===== src/rtl/spi_csr_pkg.sv =====
package spi_csr_pkg;

  typedef enum logic [1:0] {
    OP_WR  = 2'd0,
    OP_CLR = 2'd1,
    OP_SET = 2'd2,
    OP_INV = 2'd3
  } csr_op_e;

  typedef enum logic [2:0] {
    TGT_NONE  = 3'd0,
    TGT_CTRL  = 3'd1,
    TGT_STAT  = 3'd2,
    TGT_BUF   = 3'd3,
    TGT_BAUD  = 3'd4,
    TGT_CTRL2 = 3'd5
  } csr_tgt_e;

  // group index = word index / 4; low two word bits select the operation
  localparam int GRP_CTRL  = 0;
  localparam int GRP_STAT  = 1;
  localparam int GRP_BUF   = 2;
  localparam int GRP_BAUD  = 3;
  localparam int GRP_CTRL2 = 4;
  localparam int LAST_WORD = 19;

  localparam int BAUD_W = 9;

  localparam int B_MASTER   = 5;
  localparam int B_IDLESTOP = 13;
  localparam int B_ENABLE   = 15;
  localparam int B_ENHBUF   = 16;
  localparam int B_HWSS     = 28;
  localparam int B_FRAMED   = 31;

  localparam int B_IRQ_TXUR = 10;
  localparam int B_IRQ_RXOV = 11;
  localparam int B_IRQ_FRM  = 12;

  localparam int S_RXEMPTY = 5;
  localparam int S_RXOVF   = 6;
  localparam int S_TXLVL   = 16;
  localparam int S_RXLVL   = 24;

  function automatic logic [31:0] pack_status(input logic [7:0] txl,
                                              input logic [7:0] rxl,
                                              input logic empty,
                                              input logic ovf);
    logic [31:0] s;
    s = '0;
    s[S_TXLVL +: 8] = txl;
    s[S_RXLVL +: 8] = rxl;
    s[S_RXEMPTY]    = empty;
    s[S_RXOVF]      = ovf;
    return s;
  endfunction

endpackage


===== src/rtl/csr_addr_decode.sv =====
module csr_addr_decode
  import spi_csr_pkg::*;
#(
  parameter int ADDR_W = 8
) (
  input  logic [ADDR_W-1:0] addr,
  output csr_tgt_e          tgt,
  output csr_op_e           op
);
  localparam int WORD_W = ADDR_W - 2;

  logic [WORD_W-1:0] word;
  logic [WORD_W-1:0] grp;
  logic              aligned;

  assign word    = addr[ADDR_W-1:2];
  assign grp     = word >> 2;
  assign aligned = (addr[1:0] == 2'b00);

  always_comb begin
    tgt = TGT_NONE;
    op  = csr_op_e'(word[1:0]);
    if (aligned && word <= WORD_W'(LAST_WORD)) begin
      if (grp == WORD_W'(GRP_CTRL))       tgt = TGT_CTRL;
      else if (grp == WORD_W'(GRP_STAT))  tgt = TGT_STAT;
      else if (grp == WORD_W'(GRP_CTRL2)) tgt = TGT_CTRL2;
      else if (grp == WORD_W'(GRP_BUF)  && word[1:0] == 2'b00) tgt = TGT_BUF;
      else if (grp == WORD_W'(GRP_BAUD) && word[1:0] == 2'b00) tgt = TGT_BAUD;
    end
    if (tgt == TGT_NONE) op = OP_WR;
  end

endmodule


===== src/rtl/csr_alias_reg.sv =====
module csr_alias_reg
  import spi_csr_pkg::*;
#(
  parameter int W = 32
) (
  input  logic         clk,
  input  logic         rst_n,
  input  logic         wr_en,
  input  csr_op_e      op,
  input  logic [W-1:0] wdata,
  output logic [W-1:0] q
);

  function automatic logic [W-1:0] merge(input logic [W-1:0] old,
                                         input logic [W-1:0] d,
                                         input csr_op_e o);
    case (o)
      OP_CLR:  return old & ~d;
      OP_SET:  return old | d;
      OP_INV:  return old ^ d;
      default: return d;
    endcase
  endfunction

  always_ff @(posedge clk or negedge rst_n) begin
    if (!rst_n)     q <= '0;
    else if (wr_en) q <= merge(q, wdata, op);
  end

  AST_CLR_ALIAS: assert property (@(posedge clk) disable iff (!rst_n)
    (wr_en && op == OP_CLR) |=> ((q & $past(wdata)) == '0));
  AST_SET_ALIAS: assert property (@(posedge clk) disable iff (!rst_n)
    (wr_en && op == OP_SET) |=> ((q & $past(wdata)) == $past(wdata)));
  AST_INV_ALIAS: assert property (@(posedge clk) disable iff (!rst_n)
    (wr_en && op == OP_INV) |=> ((q ^ $past(q)) == $past(wdata)));
  AST_HOLD_IDLE: assert property (@(posedge clk) disable iff (!rst_n)
    !wr_en |=> $stable(q));

endmodule


===== src/rtl/spi_csr_bank.sv =====
module spi_csr_bank
  import spi_csr_pkg::*;
#(
  parameter int ADDR_W = 8,
  parameter int LVL_W  = 5
) (
  input  logic              clk,
  input  logic              rst_n,
  input  logic [ADDR_W-1:0] bus_addr,
  input  logic              bus_we,
  input  logic              bus_re,
  input  logic [31:0]       bus_wdata,
  output logic [31:0]       bus_rdata,
  output logic              tx_push,
  output logic [31:0]       tx_push_data,
  output logic              rx_pop,
  input  logic [31:0]       rx_pop_data,
  input  logic [LVL_W-1:0]  tx_level,
  input  logic [LVL_W-1:0]  rx_level,
  input  logic              rx_empty,
  input  logic              rx_ovf_evt,
  output logic [31:0]       ctrl_word,
  output logic [31:0]       ctrl2_word,
  output logic [BAUD_W-1:0] baud_div,
  output logic              module_en,
  output logic              idle_stop,
  output logic              master_en,
  output logic              enh_buf_en,
  output logic              hw_ss_en,
  output logic              framed_en,
  output logic              irq_txur_en,
  output logic              irq_rxov_en,
  output logic              irq_frm_en,
  output logic              rx_ovf_flag
);

  csr_tgt_e    tgt;
  csr_op_e     op;
  logic        wr_ctrl, wr_ctrl2, wr_baud;
  logic        ovf_clr_req;
  logic        rd_is_alias;
  logic [31:0] status_word;
  logic [31:0] rd_next;

  csr_addr_decode #(.ADDR_W(ADDR_W)) dec_i (
    .addr (bus_addr),
    .tgt  (tgt),
    .op   (op)
  );

  assign wr_ctrl  = bus_we && (tgt == TGT_CTRL);
  assign wr_ctrl2 = bus_we && (tgt == TGT_CTRL2);
  assign wr_baud  = bus_we && (tgt == TGT_BAUD);

  csr_alias_reg #(.W(32)) ctrl_i (
    .clk(clk), .rst_n(rst_n), .wr_en(wr_ctrl), .op(op),
    .wdata(bus_wdata), .q(ctrl_word)
  );

  csr_alias_reg #(.W(32)) ctrl2_i (
    .clk(clk), .rst_n(rst_n), .wr_en(wr_ctrl2), .op(op),
    .wdata(bus_wdata), .q(ctrl2_word)
  );

  csr_alias_reg #(.W(BAUD_W)) baud_i (
    .clk(clk), .rst_n(rst_n), .wr_en(wr_baud), .op(op),
    .wdata(bus_wdata[BAUD_W-1:0]), .q(baud_div)
  );

  // sticky overflow: hardware event has priority over software clear
  assign ovf_clr_req = bus_we && (tgt == TGT_STAT) && (op == OP_CLR) &&
                       bus_wdata[S_RXOVF];

  always_ff @(posedge clk or negedge rst_n) begin
    if (!rst_n)           rx_ovf_flag <= 1'b0;
    else if (rx_ovf_evt)  rx_ovf_flag <= 1'b1;
    else if (ovf_clr_req) rx_ovf_flag <= 1'b0;
  end

  assign status_word = pack_status(8'(tx_level), 8'(rx_level), rx_empty, rx_ovf_flag);

  assign module_en   = ctrl_word[B_ENABLE];
  assign idle_stop   = ctrl_word[B_IDLESTOP];
  assign master_en   = ctrl_word[B_MASTER];
  assign enh_buf_en  = ctrl_word[B_ENHBUF];
  assign hw_ss_en    = ctrl_word[B_HWSS];
  assign framed_en   = ctrl_word[B_FRAMED];
  assign irq_txur_en = ctrl2_word[B_IRQ_TXUR];
  assign irq_rxov_en = ctrl2_word[B_IRQ_RXOV];
  assign irq_frm_en  = ctrl2_word[B_IRQ_FRM];

  assign tx_push      = bus_we && (tgt == TGT_BUF);
  assign tx_push_data = bus_wdata;
  assign rx_pop       = bus_re && (tgt == TGT_BUF);

  assign rd_is_alias = (op != OP_WR);

  always_comb begin
    rd_next = '0;
    if (!rd_is_alias) begin
      case (tgt)
        TGT_CTRL:  rd_next = ctrl_word;
        TGT_CTRL2: rd_next = ctrl2_word;
        TGT_STAT:  rd_next = status_word;
        TGT_BAUD:  rd_next = 32'(baud_div);
        TGT_BUF:   rd_next = rx_pop_data;
        default:   rd_next = '0;
      endcase
    end
  end

  always_ff @(posedge clk or negedge rst_n) begin
    if (!rst_n)      bus_rdata <= '0;
    else if (bus_re) bus_rdata <= rd_next;
  end

  AST_OVF_SET: assert property (@(posedge clk) disable iff (!rst_n)
    rx_ovf_evt |=> rx_ovf_flag);
  AST_OVF_STICKY: assert property (@(posedge clk) disable iff (!rst_n)
    (rx_ovf_flag && !ovf_clr_req) |=> rx_ovf_flag);
  AST_ALIAS_READ_ZERO: assert property (@(posedge clk) disable iff (!rst_n)
    (bus_re && rd_is_alias) |=> (bus_rdata == '0));
  AST_BAUD_WRITE: assert property (@(posedge clk) disable iff (!rst_n)
    wr_baud |=> (baud_div == $past(bus_wdata[BAUD_W-1:0])));
  AST_RDATA_HOLD: assert property (@(posedge clk) disable iff (!rst_n)
    !bus_re |=> $stable(bus_rdata));
  AST_PUSH_POP_EXCL: assert property (@(posedge clk) disable iff (!rst_n)
    !(bus_we && bus_re) |-> !(tx_push && rx_pop));

endmodule


===== config.mk =====
export PLATFORM = sky130hd
export DESIGN_NAME = spi_csr_bank
export DESIGN_NICKNAME = d
export VERILOG_FILES = /design/src/rtl/spi_csr_pkg.sv /design/src/rtl/csr_addr_decode.sv /design/src/rtl/csr_alias_reg.sv /design/src/rtl/spi_csr_bank.sv
export SDC_FILE = /design/constraint.sdc
export NUM_CORES = 1
export LEC_CHECK = 0
export ABC_CLOCK_PERIOD_IN_PS = 2400
export BUFFER_PORTS_ARGS = -buffer_cell sky130_fd_sc_hd__buf_2
export CAP_MARGIN = 20
export CELL_PAD_IN_SITES_DETAIL_PLACEMENT = 0
export CELL_PAD_IN_SITES_GLOBAL_PLACEMENT = 1
export CORE_MARGIN = 10
export CORE_UTILIZATION = 41
export DETAILED_ROUTE_END_ITERATION = 10
export GPL_ROUTABILITY_DRIVEN = 0
export PLACE_DENSITY = 0.86
export SLEW_MARGIN = 30
export SYNTH_ARGS = -nofsm -noshare
export SYNTH_HDL_FRONTEND = slang
export SYNTH_SLANG_ARGS = --single-unit

===== constraint.sdc =====
create_clock -name clk -period 2.4 [get_ports clk]
set_clock_uncertainty 0.05 [all_clocks]
set_input_delay 0.24 -clock clk [delete_from_list [all_inputs] [get_ports clk]]
set_output_delay 0.24 -clock clk [all_outputs]
set_load 0.03 [all_outputs]

==> flow_metrics.tcl <==
set metrics [dict create \
    status "finished clean" \
    rsz0062_at_grt "no" \
    yosys-top-cells-area "dfrtp_1 (30%), ha_1 (18%), a22oi_1 (7.3%), inv_1 (4.5%), mux2_2 (4.4%)" \
    antenna_found_initial 3 \
    timing.rr.start "ctrl_i.q[31]$_DFFE_PN0P_" \
    cts_setup_buffers 0 \
    post_synth.cell_area_avg_um2 9.15 \
    via_count 8022 \
    grt_pass1_wl_um 45400 \
    setup.worst_path.start "bus_addr[1]" \
    yosys_warnings 0 \
    die-area_um2 28100 \
    cts_buffer_depth 2 \
    cellLeakagePower_nw 5.37 \
    cp.arrival_ns 1.86 \
    synth_seq_area_share 0.297 \
    relSlewSlack 0.512 \
    synth_top_area_cell "dfrtp_1" \
    synth_top_area_frac 0.297 \
    insertion_delay_ns 0.36 \
    fmax_mhz 466 \
    cpLargestDelayFamily "simple AND/OR/NAND/NOR gates" \
    htree_levels 3 \
    synth.distinct_cells 48 \
    grt_start_max_net_pins 52 \
    reg2reg_depth 6 \
    crit_type "input pin to output pin" \
    row_count 53 \
    drtIter0Drc 504 \
    coreArea_um2 21200 \
    hold_path_startpoint "rx_ovf_evt" \
    dp_hpwl_um 21400 \
    via_per_inst 5.59 \
    synthArstFlopShare 1.00 \
    hold_violations 0 \
    reg2reg_to "ctrl_i.q[31]$_DFFE_PN0P_" \
    hold_depth 2 \
    cts_hold_buffers 1 \
    nets 1369 \
    hold_class "input pin to flip-flop" \
    maxCapViolations 0 \
    fin_setup_tns_ns 0 \
    cts_sinks 106 \
    tightest_slew_ns 0.729 \
    ir_worst_vdd_uv 299 \
    setup_viol 0 \
    hold_path_end "rx_ovf_flag$_DFFE_PN0P_" \
    fin_crit_ns 2.15 \
    drc 0 \
    final_area_um2 10600 \
    grt_usage 0.197 \
    cp_slowest_cell "or4_1" \
    drt_wl_total_um 28800 \
    regToRegSetupSlack_ns 0.64 \
    ys.flop_type "dfrtp_1" \
    first_pass_iters 5 \
    post_cts_resized 0 \
    end_kind "output pin" \
    start_util 0.421 \
    synth_fp_nets 1192 \
    grt_pass1_vias 8077 \
    placed_area_um2 10200 \
    power_density_nw_per_um2 545 \
    synth.most_common_cell "ha_1" \
    n_fill_cell 2041 \
    synthTopCellsByCount "ha_1 (128), inv_1 (108), dfrtp_1 (106)" \
    cts_tree "done" \
    gr-total-overflow 0 \
    antenna_left 0 \
    wl_per_cell_um 20.1 \
    synth-seq-cells 106 \
    die_h_um 168 \
    clkSlewWorstSetupHoldPaths_ns 0.07 \
    drive_gt1_frac 0.304 \
    crit_fanout 7 \
    root_buffer "clkbuf_16" \
    fin_crit_sh 0.894 \
    syn_inst 976 \
    area_growth_pct 18.2 \
    synth-edff-count 0 \
    cp_cell_sequence "buf_2 > or4_1 > buf_4 > nor3b_4 > and2_1 > buf_2" \
    max_stage_delay_ns 0.59 \
    netlist_area_um2 8930 \
    cts_made_buffers 9 \
    crit_path_start_kind "input pin" \
    io_buffers 236 \
    cp_common_cell "buf_2" \
    path_buf_inv 3 \
    ios 237 \
    critical_path_required_ns 2.11 \
    maxSlewViolCount 0 \
    chipWidth_um 168 \
]
-- worst register-to-register path: stages (launching register included) --
cell and delay, ns:
dfrtp_1 0.48, inv_1 0.09, ha_1 0.28, mux2_2 0.26
a22oi_1 0.14, o22ai_1 0.10, mux2_2 0.26
-- flip-flops by register name (all words and copies together) (netlist names) --
register	cells
baud_i.q	9
bus_rdata	32
ctrl2_i.q	32
ctrl_i.q	32
rx_ovf_flag	1
-- layer usage --
metal	global-route usage	vias to the layer above	part of all wire
met1	0.255	3903	0.45
met5	0	-	0.0011
met2	0.318	288	0.46
met4	0.0575	4	0.020
met3	0.0513	33	0.074
li1	-	3794	-
-- cell type report --
cell class                      instances  area, um^2  share of cell area
Antenna cell                            1        2.50            0.000237
Clock buffer                           12         267              0.0253
Clock inverter                          4        33.8             0.00320
Inverter                              108         405              0.0384
Multi-Input combinational cell        647        5270               0.499
Sequential cell                       106        2650               0.251
Tap cell                              275         344              0.0326
Timing Repair Buffer                  281        1580               0.149
-- through the flow --
stage | cells | utilization | hold WS, ns | power [W] | setup WS [ns]
floorplan | 976 | - | -0.106 | 0.00358 | 0.358
global placement | 1416 | 0.482 | 0.226 | 0.00419 | 0.135
detailed placement | 1416 | 0.482 | 0.229 | 0.00425 | 0.105
CTS | 1433 | 0.497 | 0.00707 | 0.00579 | 0.261
global route | 1433 | 0.497 | 0.0196 | 0.00609 | 0.188
finish | 1434 | 0.497 | 0.0148 | 0.00575 | 0.254
-- report_power, final --
part / internal (W) / switching [W]
registers: 0.00198 / 0.000273
clock network: 0.000800 / 0.000742
logic: 0.000688 / 0.00127
-- how the worst max path moves through the flow --
stage | endpoint | slack, ns | cells after the start
2_1_floorplan | rx_pop | 0.36 | 5
3_3_place_gp | ctrl_i.q[14]$_DFFE_PN0P_ | 0.14 | 5
3_5_place_dp | ctrl_i.q[15]$_DFFE_PN0P_ | 0.11 | 5
4_1_cts | tx_push | 0.26 | 6
5_1_grt | tx_push | 0.19 | 6
6_report | tx_push | 0.25 | 6
-- cells by family (layout without fill, tap and decap cells) --
| family | count (synthesis) | in the layout | share of synthesized area |
|---|---|---|---|
| fa+ha+maj | 128 | 128 | 0.179 |
| flops | 106 | 106 | 0.297 |
| simple gates | 155 | 155 | 0.0991 |
| compound gates | 298 | 298 | 0.228 |
| buf+inv | 223 | 405 | 0.117 |
| mux | 66 | 66 | 0.0789 |
| other cells | 0 | 1 | 0 |
-- cells in the final DEF, fill, tap and decap left out, drive strengths merged, types with 4 or more instances in the layout --
cell type  Yosys  routed
dfrtp        106     106
o21bai        21      21
a22o          10      10
nand3          4       4
and2           4       4
mux2i         31      31
nand2         46      46
inv          108     109
a221oi        20      20
buf           66     280
nor2          22      22
nor2b         34      34
o221ai        20      20
ha           128     128
mux2          35      35
o21ai         71      71
nor3           5       5
a21oi         53      53
clkbuf        49      12
nor4b         23      23
a22oi         91      91
Note: power is estimated with default switching activity, not from simulation.
